File: src/rtl/tcw_pkg.sv
package tcw_pkg;

  typedef enum logic [1:0] {
    ACT_NONE = 2'd0,
    ACT_SET  = 2'd1,
    ACT_CLR  = 2'd2,
    ACT_TGL  = 2'd3
  } act_e;

  typedef enum logic [1:0] {
    WV_UP        = 2'd0,
    WV_UPDN      = 2'd1,
    WV_UP_AUTO   = 2'd2,
    WV_UPDN_AUTO = 2'd3
  } wave_e;

  // mode word field positions (decoded by neighbouring software)
  localparam int MB_STOP   = 6;
  localparam int MB_DIS    = 7;
  localparam int MB_EDGE   = 8;
  localparam int MB_SRC    = 10;
  localparam int MB_ETRG   = 12;
  localparam int MB_WAVE   = 13;
  localparam int MB_WVON   = 15;
  localparam int MB_ACT_A  = 16;
  localparam int MB_ACT_B  = 24;
  localparam int N_SRC     = 4;   // event sources per pin

  function automatic logic act_apply(act_e a, logic cur);
    case (a)
      ACT_SET: act_apply = 1'b1;
      ACT_CLR: act_apply = 1'b0;
      ACT_TGL: act_apply = ~cur;
      default: act_apply = cur;
    endcase
  endfunction

endpackage

File: src/rtl/tcw_counter.sv
module tcw_counter
  import tcw_pkg::*;
#(
  parameter int W = 16
) (
  input  logic         clk,
  input  logic         rst_n,
  input  logic         step,
  input  logic         trig,
  input  wave_e        wave,
  input  logic [W-1:0] ra,
  input  logic [W-1:0] rb,
  input  logic [W-1:0] rc,
  output logic [W-1:0] cnt,
  output logic         cmp_a,
  output logic         cmp_b,
  output logic         cmp_c,
  output logic         ovf
);
  localparam logic [W-1:0] CNT_MAX = '1;
  localparam logic [W-1:0] ONE     = W'(1);

  logic [W-1:0] cnt_q, cnt_nxt, top;
  logic         dir_q, dir_nxt, pend_q, pend_d, wrap, updn;

  always_comb begin
    updn    = (wave == WV_UPDN) || (wave == WV_UPDN_AUTO);
    top     = (wave == WV_UPDN_AUTO) ? rc : CNT_MAX;
    cnt_nxt = cnt_q;
    dir_nxt = dir_q;
    wrap    = 1'b0;
    if (pend_q) begin
      cnt_nxt = '0;
      dir_nxt = 1'b0;
    end else if (!dir_q) begin
      if (updn && cnt_q == top) begin
        dir_nxt = 1'b1;
        cnt_nxt = (cnt_q == '0) ? '0 : cnt_q - ONE;
      end else begin
        cnt_nxt = cnt_q + ONE;
        wrap    = (cnt_q == CNT_MAX);
      end
    end else begin
      if (cnt_q == '0) begin
        dir_nxt = 1'b0;
        cnt_nxt = (top == '0) ? '0 : ONE;
      end else begin
        cnt_nxt = cnt_q - ONE;
      end
    end
  end

  // a trigger seen during a step waits for the following step
  assign pend_d = step ? trig : (pend_q | trig);

  always_ff @(posedge clk or negedge rst_n) begin
    if (!rst_n) begin
      cnt_q  <= '0;
      dir_q  <= 1'b0;
      pend_q <= 1'b0;
    end else begin
      pend_q <= pend_d;
      if (step) begin
        cnt_q <= cnt_nxt;
        dir_q <= dir_nxt;
      end
    end
  end

  assign cnt   = cnt_q;
  assign cmp_a = step & (cnt_nxt == ra);
  assign cmp_b = step & (cnt_nxt == rb);
  assign cmp_c = step & (cnt_nxt == rc);
  assign ovf   = step & wrap;

endmodule

File: src/rtl/tcw_edge.sv
module tcw_edge #(
  parameter int NXC = 3
) (
  input  logic           clk,
  input  logic           rst_n,
  input  logic [1:0]     src_sel,
  input  logic [1:0]     edge_sel,
  input  logic           tiob_in,
  input  logic [NXC-1:0] xc_in,
  output logic           evt
);
  logic [NXC:0] srcs;
  logic         cur, prev_q;

  assign srcs = {xc_in, tiob_in};
  assign cur  = srcs[src_sel];

  always_ff @(posedge clk or negedge rst_n) begin
    if (!rst_n) prev_q <= 1'b0;
    else        prev_q <= cur;
  end

  always_comb begin
    case (edge_sel)
      2'd1:    evt = cur & ~prev_q;
      2'd2:    evt = ~cur & prev_q;
      2'd3:    evt = cur ^ prev_q;
      default: evt = 1'b0;
    endcase
  end

endmodule

File: src/rtl/tcw_outact.sv
module tcw_outact
  import tcw_pkg::*;
(
  input  logic               clk,
  input  logic               rst_n,
  input  logic               upd_en,
  input  logic [N_SRC-1:0]   ev,     // index 0 lowest priority
  input  logic [2*N_SRC-1:0] acts,
  output logic               pin
);
  logic pin_q, pin_nxt;

  always_comb begin
    pin_nxt = pin_q;
    for (int i = 0; i < N_SRC; i++) begin
      if (ev[i] && act_e'(acts[2*i +: 2]) != ACT_NONE)
        pin_nxt = act_apply(act_e'(acts[2*i +: 2]), pin_q);
    end
  end

  always_ff @(posedge clk or negedge rst_n) begin
    if (!rst_n)      pin_q <= 1'b0;
    else if (upd_en) pin_q <= pin_nxt;
  end

  assign pin = pin_q;

endmodule

File: src/rtl/tcw_channel.sv
module tcw_channel
  import tcw_pkg::*;
#(
  parameter int W   = 16,
  parameter int NXC = 3
) (
  input  logic           clk,
  input  logic           rst_n,
  input  logic [31:0]    mode_cfg,
  input  logic [W-1:0]   ra,
  input  logic [W-1:0]   rb,
  input  logic [W-1:0]   rc,
  input  logic           cmd_en,
  input  logic           cmd_dis,
  input  logic           sw_trig,
  input  logic           cnt_tick,
  input  logic [NXC-1:0] xc_in,
  input  logic           tiob_in,
  output logic [W-1:0]   cnt_val,
  output logic           tioa,
  output logic           tiob_out,
  output logic           tiob_oe,
  output logic           run,
  output logic [4:0]     status
);
  logic       wave_on, b_is_in, en_q, en_d, stop_q, stop_d;
  logic       step, evt, sw_ok, ext_ok, usr_trig, trig;
  logic       cmp_a, cmp_b, cmp_c, ovf;
  logic [4:0] status_q;
  wave_e      wave;
  logic       unused_cfg;

  assign unused_cfg = ^mode_cfg[5:0];   // clock source fields live in the prescaler
  assign wave_on    = mode_cfg[MB_WVON];
  assign wave       = wave_e'(mode_cfg[MB_WAVE +: 2]);
  assign b_is_in    = (mode_cfg[MB_SRC +: 2] == 2'd0);

  tcw_edge #(.NXC(NXC)) u_edge (
    .clk(clk), .rst_n(rst_n),
    .src_sel(mode_cfg[MB_SRC +: 2]), .edge_sel(mode_cfg[MB_EDGE +: 2]),
    .tiob_in(tiob_in), .xc_in(xc_in), .evt(evt)
  );

  assign sw_ok    = sw_trig & en_q & wave_on;
  assign ext_ok   = evt & en_q & wave_on;
  assign usr_trig = sw_ok | (ext_ok & mode_cfg[MB_ETRG]);
  assign step     = cnt_tick & en_q & ~stop_q & wave_on;
  assign trig     = usr_trig | ((wave == WV_UP_AUTO) & cmp_c);

  tcw_counter #(.W(W)) u_cnt (
    .clk(clk), .rst_n(rst_n), .step(step), .trig(trig), .wave(wave),
    .ra(ra), .rb(rb), .rc(rc), .cnt(cnt_val),
    .cmp_a(cmp_a), .cmp_b(cmp_b), .cmp_c(cmp_c), .ovf(ovf)
  );

  // run control next state
  always_comb begin
    en_d = en_q;
    if (cmd_dis)                            en_d = 1'b0;
    else if (cmd_en)                        en_d = 1'b1;
    else if (cmp_c && mode_cfg[MB_DIS])     en_d = 1'b0;

    stop_d = stop_q;
    if (cmd_en || usr_trig)                 stop_d = 1'b0;
    else if (cmp_c && mode_cfg[MB_STOP])    stop_d = 1'b1;
  end

  always_ff @(posedge clk or negedge rst_n) begin
    if (!rst_n) begin
      en_q     <= 1'b0;
      stop_q   <= 1'b0;
      status_q <= '0;
    end else begin
      en_q     <= en_d;
      stop_q   <= stop_d;
      status_q <= {cmp_c, cmp_b, cmp_a, 1'b0, ovf};
    end
  end

  tcw_outact u_pin_a (
    .clk(clk), .rst_n(rst_n), .upd_en(wave_on),
    .ev({sw_ok, ext_ok, cmp_c, cmp_a}),
    .acts(mode_cfg[MB_ACT_A +: 2*N_SRC]), .pin(tioa)
  );

  tcw_outact u_pin_b (
    .clk(clk), .rst_n(rst_n), .upd_en(wave_on & ~b_is_in),
    .ev({sw_ok, ext_ok, cmp_c, cmp_b}),
    .acts(mode_cfg[MB_ACT_B +: 2*N_SRC]), .pin(tiob_out)
  );

  assign tiob_oe = wave_on & ~b_is_in;
  assign run     = en_q & ~stop_q;
  assign status  = status_q;

endmodule

File: config.mk
export PLATFORM = sky130hd
export DESIGN_NAME = tcw_channel
export DESIGN_NICKNAME = d
export VERILOG_FILES = /design/src/rtl/tcw_pkg.sv /design/src/rtl/tcw_counter.sv /design/src/rtl/tcw_edge.sv /design/src/rtl/tcw_outact.sv /design/src/rtl/tcw_channel.sv
export SDC_FILE = /design/constraint.sdc
export NUM_CORES = 1
export LEC_CHECK = 0
export CORE_MARGIN = 4
export CORE_UTILIZATION = 53
export DETAILED_ROUTE_END_ITERATION = 6
export MAX_ROUTING_LAYER = met4
export PLACE_DENSITY = 0.91
export SETUP_SLACK_MARGIN = 0.02
export SYNTH_ARGS = -nofsm -noshare
export SYNTH_HDL_FRONTEND = slang
export SYNTH_HIERARCHICAL = 1
export SYNTH_SLANG_ARGS = --single-unit
File: constraint.sdc
create_clock -name clk -period 6.25 [get_ports clk]
set_clock_uncertainty 0.1 [all_clocks]
set_input_delay 1.25 -clock clk [delete_from_list [all_inputs] [get_ports clk]]
set_output_delay 1.25 -clock clk [all_outputs]
set_load 0.1 [all_outputs]
* Word-level counts from Yosys, hierarchy flattened
Cells that the tools add are included.
** Storage, ports and cells
- Flip-flop bits (word level) :: 27
- Bits in latches :: 0
- Memory bits (writable) :: 0
- ROM bits :: 0
- Output and inout bits :: 25
- Memories kept :: 0
** Cells by class
- Add/subtract/negate cells :: 2
- $mul :: 0
- Divide/modulo/power cells :: 0
- Order comparisons :: 1
- Equality and inequality tests :: 41
- Shifts and indexed selects :: 0
- Multiplexer cells :: 39
- Bitwise logic cells :: 27
- Reduce and logical (&&, ||, !) cells :: 32
** Operator list (number)
- 2-to-1 mux 16 bit :: 6
- equality test 16 bit :: 4
- equality test 2 bit, second input constant :: 20
- logical NOT 16 bit :: 2
- one-hot mux 1 bit (3 select lines) :: 9
- 2-to-1 mux 1 bit :: 23
- equality test 2 x 1 -> 1 bit, second input constant :: 10
- nonzero test 2 bit :: 9
- bitwise AND 1 bit :: 17
- adder 16 x 1 -> 16 bit, second input constant :: 1
- equality test 16 bit, second input constant :: 1
- subtractor 16 x 1 -> 16 bit, second input constant :: 1
- inequality test 6 bit, second input constant :: 2
- AND reduction 6 bit :: 2
- nonzero test 6 bit :: 2
- logical AND 1 bit :: 11
- inequality test 5 bit, second input constant :: 2
- inequality test 4 bit, second input constant :: 2
- nonzero test 4 bit :: 2
- NOT 1 bit :: 6
- < comparator 2 x 3 -> 1 bit, second input constant :: 1
- OR 1 bit :: 3
- nonzero test 3 bit :: 1
- binary-select mux 1 bit (select 2 bit) :: 1
- 3 further kinds :: 4

* Logic depth before layout (Yosys ltp)
Gate-level depths: netlist of run 1.
- Word-level depth :: 14
- Depth in mapped cells :: 16
- Depth with buffers taken out :: 15

* Cells and area by module
Netlist of run 1, hierarchy kept.
** By module, submodules not included
- tcw_counter :: times used 1, cells each 419, area each 3099.2 um^2, sequential area each 450.4 um^2
- tcw_outact :: times used 2, cells each 24, area each 207.7 um^2, sequential area each 25.0 um^2
- tcw_channel :: times used 1, cells each 22, area each 256.5 um^2, sequential area each 150.1 um^2
- tcw_edge :: times used 1, cells each 11, area each 106.4 um^2, sequential area each 25.0 um^2

* Least setup slack after synthesis of run 1
Ideal clock, no wire load.
- Path type :: input to register
- Start :: input rc[5]
- End :: register u_pin_b.pin_q (netlist: u_pin_b/pin)
- Library setup time :: 0.077 ns
- Arrival time :: 4.879 ns
- Required time :: 6.073 ns
- Path slack :: 1.194 ns
- Stages on the path :: 15
- Path buffers :: 2
- Path through :: or2_2 o32a_1 a222oi_1 a41o_1 buf_6 buf_4 mux2i_1 nand2_1 xnor2_1 o2111ai_1 nor4_1 o21ai_1 nand4_1 o2111ai_1 o2bb2ai_2
** Between the ends
- Longest elaborated chain between the ends :: 12
** RTL lines
- start: declaration :: line tcw_channel.sv:12 : input logic [W-1:0] rc,
- 2-to-1 mux 16 bit :: line tcw_counter.sv:28 : top = (wave == WV_UPDN_AUTO) ? rc : CNT_MAX;
- equality test 16 bit / logical NOT 16 bit (equally long branches) :: line tcw_counter.sv:36, tcw_counter.sv:46
- logical AND 1 bit / 2-to-1 mux 1 bit (equally long branches) :: line tcw_counter.sv:36, tcw_counter.sv:46
- 2-to-1 mux 16 bit, on equally long branches :: line tcw_counter.sv:36, tcw_counter.sv:44
- 2-to-1 mux 16 bit :: line tcw_counter.sv:35 : end else if (!dir_q) begin
- 2-to-1 mux 16 bit :: line tcw_counter.sv:32 : if (pend_q) begin
- equality test 16 bit * :: line tcw_counter.sv:73 : assign cmp_c = step & (cnt_nxt == rc);
- bitwise AND 1 bit * :: line tcw_counter.sv:73
- via cmp_c :: line tcw_channel.sv:28 : logic cmp_a, cmp_b, cmp_c, ovf;
- logical AND 1 bit * :: line tcw_outact.sv:16 : if (ev[i] && act_e'(acts[2*i +: 2]) != ACT_NONE)
- branches (longest 3 deep; another with inequality test 6 bit)
- end signal: assignment :: line tcw_outact.sv:23 : else if (upd_en) pin_q <= pin_nxt;
- end: declaration :: line tcw_outact.sv:11 : logic pin_q, pin_nxt;
Mark *: on every way through the listed nets, which the timed path passes.
A chain may end at the register's enable or synchronous reset.

* Worst setup path in the final report of run 1
- Start :: input mode_cfg[14]
- End :: register u_pin_a.pin_q (netlist: u_pin_a/pin)
** RTL lines
- start: declaration :: line tcw_channel.sv:9 : input logic [31:0] mode_cfg,
- equality test 2 bit :: line tcw_counter.sv:27, tcw_counter.sv:28
- 2-to-1 mux 16 bit :: line tcw_counter.sv:28
- equality test 16 bit / logical NOT 16 bit (equally long branches) :: line tcw_counter.sv:36, tcw_counter.sv:46
- logical AND 1 bit / 2-to-1 mux 1 bit (equally long branches) :: line tcw_counter.sv:36, tcw_counter.sv:46
- 2-to-1 mux 16 bit, on equally long branches :: line tcw_counter.sv:36, tcw_counter.sv:44
- 2-to-1 mux 16 bit * :: line tcw_counter.sv:35
- 2-to-1 mux 16 bit * :: line tcw_counter.sv:32
- equality test 16 bit * :: line tcw_counter.sv:71 : assign cmp_a = step & (cnt_nxt == ra);
- bitwise AND 1 bit * :: line tcw_counter.sv:71
- via cmp_a :: line tcw_channel.sv:28
- logical AND 1 bit * :: line tcw_outact.sv:16
- nonzero test 4 bit (no line) *
- AND reduction 6 bit (no line) *
- end signal: assignment :: line tcw_outact.sv:23
- end: declaration :: line tcw_outact.sv:11
Mark *: on every way through the listed nets, which the timed path passes. The rest lies on a longest branch.

==> results.cfg, run 1 <==
[timing]
worst_pin_slew_ns = 0.995
slew_headroom_pct = 33.5
finalCritPeriodShare_pct = 91.6
hold_viol_final = 0
rsz0062_at_grt = no
max_freq_mhz = 175
tns_ns = 0
finalSetupViolations = 0
setup_ws_ns = 0.528
finalCriticalPeriod_ns = 5.72
final_max_slew_viol_count = 0

[status]
status = completed

[floorplanning]
die_h_um = 93.5
initial_core_util_pct = 55.8
pin_count = 115
die_w_um = 93.5
die_area_sq_mm = 0.00875
rows = 30
coreArea_sq_mm = 0.00694

[placement]
place_ws_ns = 0.371
portBuffers = 107
hpwlAfterDp_um = 11500
gp_congestion = 0.951

[logic_synthesis]
synth_area_sq_mm = 0.00388
yosysUniqueCellTypes = 85
synthFlopType = dfrtp_1
ys_async_sr_fraction_pct = 100
yosysWarningCount = 6
ys_top_cells_by_area = dfrtp_1 (17%), xor2_1 (5.6%), xnor2_1 (4.7%)
synth.top_cell.area_share_pct = 17.4
syn_inst = 500
synth_seq_area_share_pct = 17.4
ys_ff_latch = 27
synth_edf_count = 0
yosys.area.top_type = dfrtp_1
synth.avg_cell_area_sq_um = 7.75
synth_nets = 600

[routing]
dr.pass1.iters = 5
drtIter0Drc = 629
drc = 0
wl_per_cell_um = 21.8
wirelength_um = 15000
ant_nets = 0
vias_per_cell = 6.73
detailroute.via_count = 4643

[layout]
final_common_cell = clkdlybuf4s50_1
syn_to_final_growth_pct = 31.3
layout_common_cells = clkdlybuf4s50_1 (107), nand2_1 (45), nor2_1 (33)
layout-drive-gt1-share_pct = 10.3
n_antenna_cell = 0
final_nets = 695

[pwr]
vdd_ir_drop_max_mv = 0.329
p_sw_w = 0.000821
power_w = 0.00144
p_leak_nw = 1.83
p_sw_share_pct = 57.2
internal_power_w = 0.000614
comb_power_share_pct = 70.2
seqPwrFrac_pct = 22.1
p_per_area_mw_per_mm2 = 282
pwr-share-clk_pct = 7.6

[clock_network]
cts_resized = 0
clock_sinks = 27
path_clk_slew_ns = 0.11
clk_latency_ns = 0.28
cts_hold_buf = 0
post-cts-setup-buffers = 0
cts_tree = built
cts-buffers-inserted = 3
h-tree-depth = 1
root_buffer = clkbuf_8
clockBufferDepth = 2

[global_route]
antenna_found_initial = 0
grt_pass1_wl_um = 23300
grtUsageTotal_pct = 34.6
grt_max_degree = 35
grt_pass1_vias = 4443
overflow = 0

[critical_path]
worstPathMaxFanout = 9
startpoint_type = primary input
critPathCaptureType = flip-flop
cp.required_ns = 6.37
critPathArrivalTime_ns = 5.84
crit_type = in -> reg

[job]
cap_viol_max_count = 0

[hold_path]
hp-class = reg -> reg
[power by group through the flow]
stage                     logic [W]  clock network [W]  registers [W]
after floorplan            0.000549                  0       0.000464
after global placement     0.000967                  0       0.000315
after detailed placement   0.000982                  0       0.000317
after CTS                  0.000987           0.000111       0.000313
after global routing        0.00106           0.000122       0.000326
final                       0.00101           0.000109       0.000318
[cell usage after synthesis, types with 3 or more instances]
cell / n
o31ai_1: 3
or4_1: 4
mux2i_1: 13
ha_1: 10
and2_1: 8
buf_2: 4
and4_1: 5
a2bb2oi_1: 3
nand4_1: 11
o2111ai_1: 6
mux2_2: 5
nor4bb_1: 3
o21ai_0: 16
dfrtp_1: 27
a221oi_1: 4
nor4_1: 12
o32a_1: 3
nand2b_1: 5
nor3_1: 18
or2_2: 6
a21oi_1: 27
o221ai_1: 3
inv_1: 17
o211ai_1: 6
nand2_1: 45
a31oi_1: 4
and3_1: 3
nand4b_1: 4
o21ai_1: 6
or3_1: 6
clkbuf_1: 24
a22oi_1: 4
a211o_1: 3
nor2b_1: 6
nor3b_1: 5
nor2_1: 33
nand3_1: 21
a21o_1: 3
xnor2_1: 21
a32oi_1: 3
xor2_1: 25
o22ai_1: 4
[critical path, cell delays in order]
cell and delay, ns:
clkdlybuf4s50_1 0.63, nand2_2 0.19, or4b_2 0.68, a32oi_2 0.31
a41o_1 0.56, buf_4 0.26, nor3_1 0.08, nor3_1 0.31
buf_4 0.23, or3_1 0.12, nand4b_1 0.17, nor4_1 0.43
o21ai_0 0.16, nand4_1 0.15, o2111ai_1 0.14, o2bb2ai_2 0.15
[cell type report]
| type | count | area [sq um] |
|---|---|---|
| clock buffers | 3 | 41.3 |
| clock inverters | 1 | 5.00 |
| fillers | 550 | 1850 |
| inverters | 18 | 67.6 |
| multi-input cells | 421 | 2980 |
| flip-flops and latches | 27 | 676 |
| well taps | 96 | 120 |
| repair buffers | 124 | 1200 |
[state kept, by name, indices dropped and copies added (netlist names)]
signal and flops:
u_cnt/cnt 16, u_pin_a/pin 1, en_q 1, u_cnt/dir_q 1, u_cnt/pend_q 1, u_edge/prev_q 1
status 4, stop_q 1, u_pin_b/pin 1
[cell families after synthesis]
group	count (synthesis)	share of synthesized area (%)
mux	22	6.61
compound gates	132	26.3
flops	27	17.4
fa+ha+maj	10	3.23
xor+xnor	46	10.4
buf+inv	52	5.74
other cells	1	0.0967
simple gates	210	30.2
[through the flow]
stage	cell area (sq um)	hold slack, ns	utilization, %	cells
after detailed placement	5050	0.466	72.7	686
after global routing	5090	0.533	73.3	690
after floorplan	3880	0.480	-	500
after global placement	5050	0.461	72.7	686
final	5090	0.502	73.3	690
after CTS	5090	0.495	73.3	690
[final timing paths]
path	from	endpoint	cells past startpoint	slack [ns]
worst max-delay path	mode_cfg[14]	u_pin_a/pin	16	0.53
min in group asynchronous	rst_n	u_cnt/cnt[11]	2	1.25
max in group asynchronous	rst_n	u_cnt/cnt[3]	2	4.51
worst max register to register	u_cnt/cnt[10]	u_pin_b/pin	14	1.46
worst min-delay path	u_pin_b/pin	u_pin_b/pin	1	0.50
worst min register to register	u_pin_b/pin	u_pin_b/pin	1	0.50
[layer usage]
layer / up-vias / global-route usage [%] / part of all wire [%]
met5: - / - / 0
met4: 0 / 11.3 / 3.8
met3: 52 / 5.07 / 10
met2: 324 / 54.0 / 45
met1: 2213 / 46.3 / 41
li1: 2054 / - / -
(Power assumes the default switching activity.)
==> inputs of run 2 (changes only) <==
HOLD_SLACK_MARGIN = 0.1   (was unset)
==> results of run 2 <==
Same layout as run 1: the final DEF is identical, and so are final timing and power.
